<file path="config.mk">
export PLATFORM = sky130hd
export DESIGN_NAME = capture_pixel_packer
export DESIGN_NICKNAME = d
export VERILOG_FILES = /design/src/rtl/cpk_pkg.sv /design/src/rtl/cpk_cfg_latch.sv /design/src/rtl/cpk_pack_fmt.sv /design/src/rtl/cpk_out_stage.sv /design/src/rtl/capture_pixel_packer.sv
export SDC_FILE = /design/constraint.sdc
export NUM_CORES = 1
export LEC_CHECK = 0
export ABC_AREA = 1
export BUFFER_PORTS_ARGS = -buffer_cell sky130_fd_sc_hd__clkbuf_2
export CAP_MARGIN = 25
export CORE_ASPECT_RATIO = 0.9
export CORE_MARGIN = 4
export CORE_UTILIZATION = 46
export CTS_CLUSTER_SIZE = 16
export DETAILED_ROUTE_END_ITERATION = 12
export GPL_TIMING_DRIVEN = 0
export PLACE_DENSITY = 0.76
export SLEW_MARGIN = 5
export SYNTH_ARGS = -nofsm -noshare
export SYNTH_HDL_FRONTEND = slang
export SYNTH_SLANG_ARGS = --single-unit
</file>
<file path="constraint.sdc">
create_clock -name clk -period 1.24 [get_ports clk]
set_clock_uncertainty 0.05 [all_clocks]
set_input_delay 0.062 -clock clk [delete_from_list [all_inputs] [get_ports clk]]
set_output_delay 0.062 -clock clk [all_outputs]
set_load 0.02 [all_outputs]
</file>
<file path="src/rtl/cpk_pkg.sv">
package cpk_pkg;

    typedef enum logic [2:0] {
        FMT_ARGB16 = 3'd0,
        FMT_RGBA16 = 3'd1,
        FMT_ARGB32 = 3'd2,
        FMT_RGBA32 = 3'd3,
        FMT_YCC16  = 3'd4
    } fmt_e;

    typedef enum logic [0:0] {
        ST_EMPTY = 1'b0,
        ST_HOLD  = 1'b1
    } ost_e;

    function automatic fmt_e decode_fmt(input logic ycc, input logic deep, input logic rgba);
        fmt_e f;
        if (ycc)
            f = FMT_YCC16;
        else if (deep)
            f = rgba ? FMT_RGBA32 : FMT_ARGB32;
        else
            f = rgba ? FMT_RGBA16 : FMT_ARGB16;
        return f;
    endfunction

endpackage

</file>
<file path="src/rtl/cpk_cfg_latch.sv">
module cpk_cfg_latch
    import cpk_pkg::*;
(
    input  logic clk,
    input  logic rst_n,
    input  logic frame_start,
    input  logic cfg_ycc,
    input  logic cfg_deep,
    input  logic cfg_rgba,
    input  logic accept,
    output fmt_e act_fmt,
    output logic ycc_odd
);

    fmt_e fmt_q;
    logic odd_q;

    // Format register: loaded only at a frame boundary.
    always_ff @(posedge clk) begin
        if (!rst_n) begin
            fmt_q <= FMT_ARGB16;
        end else if (frame_start) begin
            fmt_q <= decode_fmt(cfg_ycc, cfg_deep, cfg_rgba);
        end
    end

    // Chroma alternation: toggles per accepted pixel, restarts at frame start.
    always_ff @(posedge clk) begin
        if (!rst_n) begin
            odd_q <= 1'b0;
        end else if (frame_start) begin
            odd_q <= 1'b0;
        end else if (accept) begin
            odd_q <= ~odd_q;
        end
    end

    assign act_fmt = fmt_q;
    assign ycc_odd = odd_q;

endmodule

</file>
<file path="src/rtl/cpk_pack_fmt.sv">
module cpk_pack_fmt
    import cpk_pkg::*;
#(
    parameter int COMP_W  = 8,
    parameter int SHORT_W = 5,
    parameter int WORD_W  = 32
) (
    input  fmt_e              fmt,
    input  logic              ycc_odd,
    input  logic              blend,
    input  logic [COMP_W-1:0] c0,
    input  logic [COMP_W-1:0] c1,
    input  logic [COMP_W-1:0] c2,
    output logic [WORD_W-1:0] word
);

    localparam int S16_W = 3 * SHORT_W + 1;
    localparam int D32_W = 4 * COMP_W;
    localparam int YC_W  = 2 * COMP_W;
    localparam int PAD_W = COMP_W - 1;

    logic [SHORT_W-1:0] s0, s1, s2;

    // Reduced components keep the most significant bits.
    assign s0 = c0[COMP_W-1 -: SHORT_W];
    assign s1 = c1[COMP_W-1 -: SHORT_W];
    assign s2 = c2[COMP_W-1 -: SHORT_W];

    always_comb begin
        word = '0;
        unique case (fmt)
            FMT_ARGB16: word[S16_W-1:0] = {blend, s0, s1, s2};
            FMT_RGBA16: word[S16_W-1:0] = {s0, s1, s2, blend};
            FMT_ARGB32: word[D32_W-1:0] = {blend, {PAD_W{1'b0}}, c0, c1, c2};
            FMT_RGBA32: word[D32_W-1:0] = {c0, c1, c2, {PAD_W{1'b0}}, blend};
            FMT_YCC16:  word[YC_W-1:0]  = {c0, (ycc_odd ? c2 : c1)};
            default:    word = '0;
        endcase
    end

endmodule

</file>
<file path="src/rtl/cpk_out_stage.sv">
module cpk_out_stage
    import cpk_pkg::*;
#(
    parameter int WORD_W = 32
) (
    input  logic              clk,
    input  logic              rst_n,
    input  logic              in_valid,
    input  logic [WORD_W-1:0] din,
    output logic              in_ready,
    output logic              accept,
    output logic              out_valid,
    input  logic              out_ready,
    output logic [WORD_W-1:0] out_data
);

    ost_e              st_q, st_d;
    logic [WORD_W-1:0] data_q;

    // State register.
    always_ff @(posedge clk) begin
        if (!rst_n) begin
            st_q <= ST_EMPTY;
        end else begin
            st_q <= st_d;
        end
    end

    // Next state: LOAD, STREAM, STALL, DRAIN.
    always_comb begin
        st_d = st_q;
        unique case (st_q)
            ST_EMPTY: if (accept) st_d = ST_HOLD;                 // LOAD
            ST_HOLD:  if (out_ready && !accept) st_d = ST_EMPTY;  // DRAIN
            default:  st_d = ST_EMPTY;
        endcase
    end

    // Outputs.
    always_comb begin
        out_valid = 1'b0;
        in_ready  = 1'b0;
        unique case (st_q)
            ST_EMPTY: begin
                out_valid = 1'b0;
                in_ready  = 1'b1;
            end
            ST_HOLD: begin
                out_valid = 1'b1;
                in_ready  = out_ready;
            end
            default: begin
                out_valid = 1'b0;
                in_ready  = 1'b0;
            end
        endcase
        accept = in_valid && in_ready;
    end

    always_ff @(posedge clk) begin
        if (!rst_n) begin
            data_q <= '0;
        end else if (accept) begin
            data_q <= din;
        end
    end

    assign out_data = data_q;

endmodule

</file>
<file path="src/rtl/capture_pixel_packer.sv">
module capture_pixel_packer
    import cpk_pkg::*;
#(
    parameter int COMP_W  = 8,
    parameter int SHORT_W = 5,
    parameter int WORD_W  = 32
) (
    input  logic              clk,
    input  logic              rst_n,
    input  logic              frame_start,
    input  logic              cfg_ycc,
    input  logic              cfg_deep,
    input  logic              cfg_rgba,
    input  logic              blend_bit,
    input  logic              in_valid,
    output logic              in_ready,
    input  logic [COMP_W-1:0] in_c0,
    input  logic [COMP_W-1:0] in_c1,
    input  logic [COMP_W-1:0] in_c2,
    output logic              out_valid,
    input  logic              out_ready,
    output logic [WORD_W-1:0] out_data
);

    fmt_e              act_fmt;
    logic              ycc_odd;
    logic              accept;
    logic [WORD_W-1:0] packed_w;

    cpk_cfg_latch u_cfg (
        .clk         (clk),
        .rst_n       (rst_n),
        .frame_start (frame_start),
        .cfg_ycc     (cfg_ycc),
        .cfg_deep    (cfg_deep),
        .cfg_rgba    (cfg_rgba),
        .accept      (accept),
        .act_fmt     (act_fmt),
        .ycc_odd     (ycc_odd)
    );

    cpk_pack_fmt #(
        .COMP_W  (COMP_W),
        .SHORT_W (SHORT_W),
        .WORD_W  (WORD_W)
    ) u_pack (
        .fmt     (act_fmt),
        .ycc_odd (ycc_odd),
        .blend   (blend_bit),
        .c0      (in_c0),
        .c1      (in_c1),
        .c2      (in_c2),
        .word    (packed_w)
    );

    cpk_out_stage #(
        .WORD_W (WORD_W)
    ) u_out (
        .clk       (clk),
        .rst_n     (rst_n),
        .in_valid  (in_valid),
        .din       (packed_w),
        .in_ready  (in_ready),
        .accept    (accept),
        .out_valid (out_valid),
        .out_ready (out_ready),
        .out_data  (out_data)
    );

endmodule

</file>
* Word level (Yosys, flattened, before mapping)
Cells that the tools add are included.
** Storage, ports and cells
- Input port bits :: 33
- Output and inout bits :: 34
- Bits in registers :: 37
- Word-level logic and storage cells :: 28
** Operators by class
- Mux-type cells :: 12
- Bitwise operators :: 3
- Eq/ne operators :: 4
- Reduce and logical (&&, ||, !) cells :: 5
** Operator list (count)
- $pmux 16 s5 :: 1
- $pmux 16 s2 :: 1
- $mux 8 :: 1
- $eq 3x2->1 const B :: 2
- $mux 3 :: 2
- $pmux 1 s2 :: 3
- $mux 1 :: 4
- $eq 3x1->1 const B :: 1
- $eq 3x3->1 const B :: 1
- $logic_not 3->1 :: 1
- $not 1->1 :: 3
- $logic_and 1x1->1 :: 2
- $reduce_or 2->1 :: 1
- $logic_not 1->1 :: 1

* Longest topological paths before layout
- Depth in word-level cells :: 7
- Depth in mapped cells :: 9
- Depth with buffers taken out :: 8

* Cells and area by module
A second synthesis with hierarchy kept.
** Second synthesis, totals
- Cells, all modules :: 435
- Area total of the unflattened synthesis :: 2524.9 um^2
** Modules (own cells, without submodules)
- cpk_out_stage :: area each 1488.9 um^2, times used 1, cells an instance 216, seq. area each 660.6 um^2
- cpk_pack_fmt :: area each 870.8 um^2, times used 1, cells an instance 194, seq. area each 0.0 um^2
- cpk_cfg_latch :: area each 165.2 um^2, times used 1, cells an instance 25, seq. area each 80.1 um^2

* Least setup slack after synthesis
No wires, ideal clock.
- Path type :: reg2reg
- Start :: register u_out.st_q
- End :: register u_out.data_q[22], in the netlist u_out.out_data[22]
- Required time :: 1.115 ns
- Path buffers :: 1
- Arrival :: 1.405 ns
- Setup time :: 0.075 ns
- Clock period less this slack :: 1.530 ns
- Slack :: -0.290 ns
- Cell stages (with the launch flop) :: 6
- Cells stage by stage :: dfxtp_1 nand2_1 nand2_4 clkbuf_1 nand2_1 a31oi_2
** On the way
- Longest elaborated chain between the ends :: 3
** RTL lines
- start: declaration :: line cpk_out_stage.sv:17 : ost_e st_q, st_d;
- start signal: assignment :: line cpk_out_stage.sv:25 : st_q <= st_d;
- $not 1->1 :: line cpk_out_stage.sv:43 : unique case (st_q)
- $pmux 1 s2 (*) :: line cpk_out_stage.sv:43
- net in_ready :: line capture_pixel_packer.sv:16 : output logic in_ready,
- $logic_and 1x1->1 (*) :: line cpk_out_stage.sv:57 : accept = in_valid && in_ready;
- end signal: assignment :: line cpk_out_stage.sv:64 : data_q <= din;
- end: declaration :: line cpk_out_stage.sv:18 : logic [WORD_W-1:0] data_q;
The timed path passes the listed nets; every way through them passes the cells marked *.
A chain may end at the register's enable or synchronous reset.

* Final worst setup path
- Start :: register u_cfg.fmt_q[1], in the netlist u_cfg.act_fmt[1]
- End :: register u_out.data_q[1], in the netlist u_out.out_data[1]
** On the way
- Longest elaborated chain between the ends :: 2
- Elaborated cells between the ends (all ways) :: 6
- Those cells by class :: eq/ne (4); mux (1); reduce/logical (1)
** RTL lines
- start: declaration :: line cpk_cfg_latch.sv:15 : fmt_e fmt_q;
- start signal: assignment :: line cpk_cfg_latch.sv:23 : fmt_q <= decode_fmt(cfg_ycc, cfg_deep, cfg_rgba);
- $eq 3x3->1 (tied with other cells) :: line cpk_pack_fmt.sv:31 : unique case (fmt)
- $pmux 16 s5 (*) :: line cpk_pack_fmt.sv:31
Every way passes the cells marked *; elsewhere a longest branch is shown, timed or not.

==> flow_summary.yaml <==
min_path:
  hold_class: "input port to flip-flop"
  hp-start: "in_c0[2]"
  whs_endpoint: "u_out.out_data[18]"
  min_path_cells: 3
sta:
  worst_slew_pin_slew_ns: 0.546
  maxSlewViolCount: 0
  finalCritPeriodShare: 1.12
  finalSetupViolations: 19
  holdWs_ns: -0.00211
  fmax_ghz: 0.721
  tns_ns: -1.16
  max-slew-margin-rel: 0.636
  hold_viol_final: 2
  fin_crit_ns: 1.39
  setup_ws_ns: -0.148
  rsz0062_at_grt: "true"
place:
  dp_hpwl_um: 4800
  place_congestion: 0.969
  port_buffers: 66
setup_path:
  crit_chain: "nor2_4, buf_6, nand3_1, o21ai_1, inv_1, nand2_1, nand2_1, a21oi_1"
  r2r_end: "u_out.out_data[1]"
  crit_slowest_cell: "dfxtp_4"
  cp_max_fo: 5
  end_kind: "flip-flop"
  critPathMostFrequentCell: "nand2_1"
  crit_type: "flip-flop to flip-flop"
  r2r_slack_ns: -0.15
  r2r-start: "u_cfg.act_fmt[1]"
  cp_data_arrival_time_ns: 1.56
  max_stage_delay_ns: 0.38
  worst_ep_required_time_ns: 1.41
  cp-start-kind: "flip-flop"
  r2r_cells: 8
run_status:
  outcome: "finished with violations"
  violations: "hold timing, setup timing"
floorplanning:
  start_util: 0.477
  die-area_mm2: 0.00578
  io_pins: 67
  dieHeight_um: 72.5
  die_x_um: 79.7
  row_count: 23
  core_area_mm2: 0.00446
route:
  drt-pass1-iter-count: 5
  avgRoutedWirePerCell_um: 14.3
  wl_um: 6850
  antenna_violating_nets_post_route: 0
  drt_iter0_drc: 174
  via_count: 2521
  drc: 0
  vias_per_cell: 5.27
synth:
  syn_nets: 356
  synth-seq-cells: 37
  netlist_area_mm2: 0.00213
  synth.distinct_cells: 26
  syn_inst: 323
  syn_area_per_cell_um2: 6.59
  yosys_warnings: 0
  yosysSeqAreaShare: 0.348
flow_run:
  cap_violations: 0
grt:
  overflow: 0
  grt_pass1_vias: 2357
  antenna_found_initial: 0
  track_usage: 0.237
  grt_max_degree: 13
  grt_pass1_wl_um: 10800
clocking:
  cts_max_level: 2
  cts_tree: "built"
  clkTransAtPathRegs_ns: 0.08
  worst_skew_pair.late_latency_ns: 0.29
  cts_made_buffers: 5
  cts_root_buf: "clkbuf_8"
  cts.sinks: 37
  clock_path_buffers: 2
final_layout:
  mostFrequentLayoutCells: "nand2_1 (88), clkbuf_2 (67), dfxtp_1 (33)"
  finalNetCount: 448
  final_core_util: 0.679
  syn2layout_area_growth_pct: 42.3
  final_common_cell: "nand2_1"
  diodes: 0
  final_layout_size_suffix_gt1_frac: 0.358
pwr:
  p_total_mw: 2.86
  max-vdd-ir-drop_v: 0.000813
  powerDensity_mw_per_mm2: 945
  p_leak_nw: 1.40
routing by layer:
layer / track usage / up-vias / part of all wire
li1: - / 1250 / -
met1: 0.319 / 1150 / 0.45
met2: 0.397 / 113 / 0.47
met3: 0.0409 / 8 / 0.073
met4: 0.0515 / 0 / 0.0098
met5: 0 / - / 0
sequential cells by signal (all words and copies together) (netlist names):
name	flops
u_out.out_data	32
u_cfg.ycc_odd	1
u_cfg.act_fmt	3
u_out.st_q	1
area by class of cell:
cell class              instances  area, um2
fillers                       403       1430
repair buffers                 83        504
well taps                      62       77.6
multi-input cells             235       1290
flip-flops and latches         37        753
plain buffers                  18        169
clock buffers                   5       68.8
clock inverters                 3       17.5
inverters                      35        144
power breakdown:
part / leakage (nW) / total [mW] / switching [mW] / internal, mW
Sequential: 0.304 / 1.27 / 0.0318 / 1.24
Combinational: 1.05 / 0.759 / 0.464 / 0.295
Clock: 0.0439 / 0.831 / 0.444 / 0.388
Yosys cell counts:
master	n	area [um2]
a31oi_1	6	37.5
nand3_4	2	35.0
nand2_1	93	349
o21ai_0	10	50.1
nand2_2	4	25.0
dfxtp_1	37	741
nand3_2	1	10.0
nand4_1	12	75.1
inv_2	3	11.3
clkbuf_1	6	22.5
buf_6	4	45.0
nor2_8	1	20.0
nor2_1	31	116
a211oi_1	1	7.51
a22oi_1	7	52.6
nor2_4	1	11.3
a21oi_1	18	90.1
clkinv_1	1	3.75
a31oi_2	3	37.5
buf_2	5	25.0
nand3_1	30	150
nand2_4	1	11.3
buf_4	3	22.5
inv_1	31	116
nor2_2	1	6.26
o21ai_1	11	55.1
critical path, delay by kind of cell (launching register included):
family | cells | cell delay, ns
AO/OA/AOI/OAI | 2 | 0.21
flip-flops | 1 | 0.38
buffers and inverters | 2 | 0.24
AND/OR/NAND/NOR | 4 | 0.44
worst max path at each step:
stage                           from  cells past startpoint            endpoint
finish              u_cfg.act_fmt[1]                      8   u_out.out_data[1]
detailed placement  u_cfg.act_fmt[2]                      7  u_out.out_data[10]
global route        u_cfg.act_fmt[1]                      7   u_out.out_data[3]
CTS                 u_cfg.act_fmt[2]                      7   u_out.out_data[8]
global placement    u_cfg.act_fmt[2]                      7  u_out.out_data[10]
floorplan           u_cfg.act_fmt[0]                      6  u_out.out_data[22]
cells by family after synthesis:
| kind of cell | count (synthesis) | share of synthesized area |
|---|---|---|
| simple gates | 177 | 0.381 |
| buf+inv | 53 | 0.116 |
| compound gates | 56 | 0.155 |
| flops | 37 | 0.348 |
stage by stage:
step           hold slack (ns)  setup WS [ns]  instance area [um2]  instances
2_1_floorplan            0.138         0.0385                 2150        323
3_3_place_gp             0.248         -0.146                 2550        451
3_5_place_dp             0.264         -0.155                 2550        451
4_1_cts                0.00150        -0.0270                 2830        472
5_1_grt                 0.0152         -0.203                 3030        478
6_report              -0.00211         -0.148                 3030        478
timing repair:
item / CTS / global route
endpoints found under the setup margin: 33 / 33
resized for setup: 28 / 40
hold endpoints to repair: 4 / 0
hold buffers: 4 / 0
gates cloned: 4 / 3
setup buffers: 5 / 3
pin swaps: 8 / 10
No activity file was read; power rests on OpenSTA's default activity.
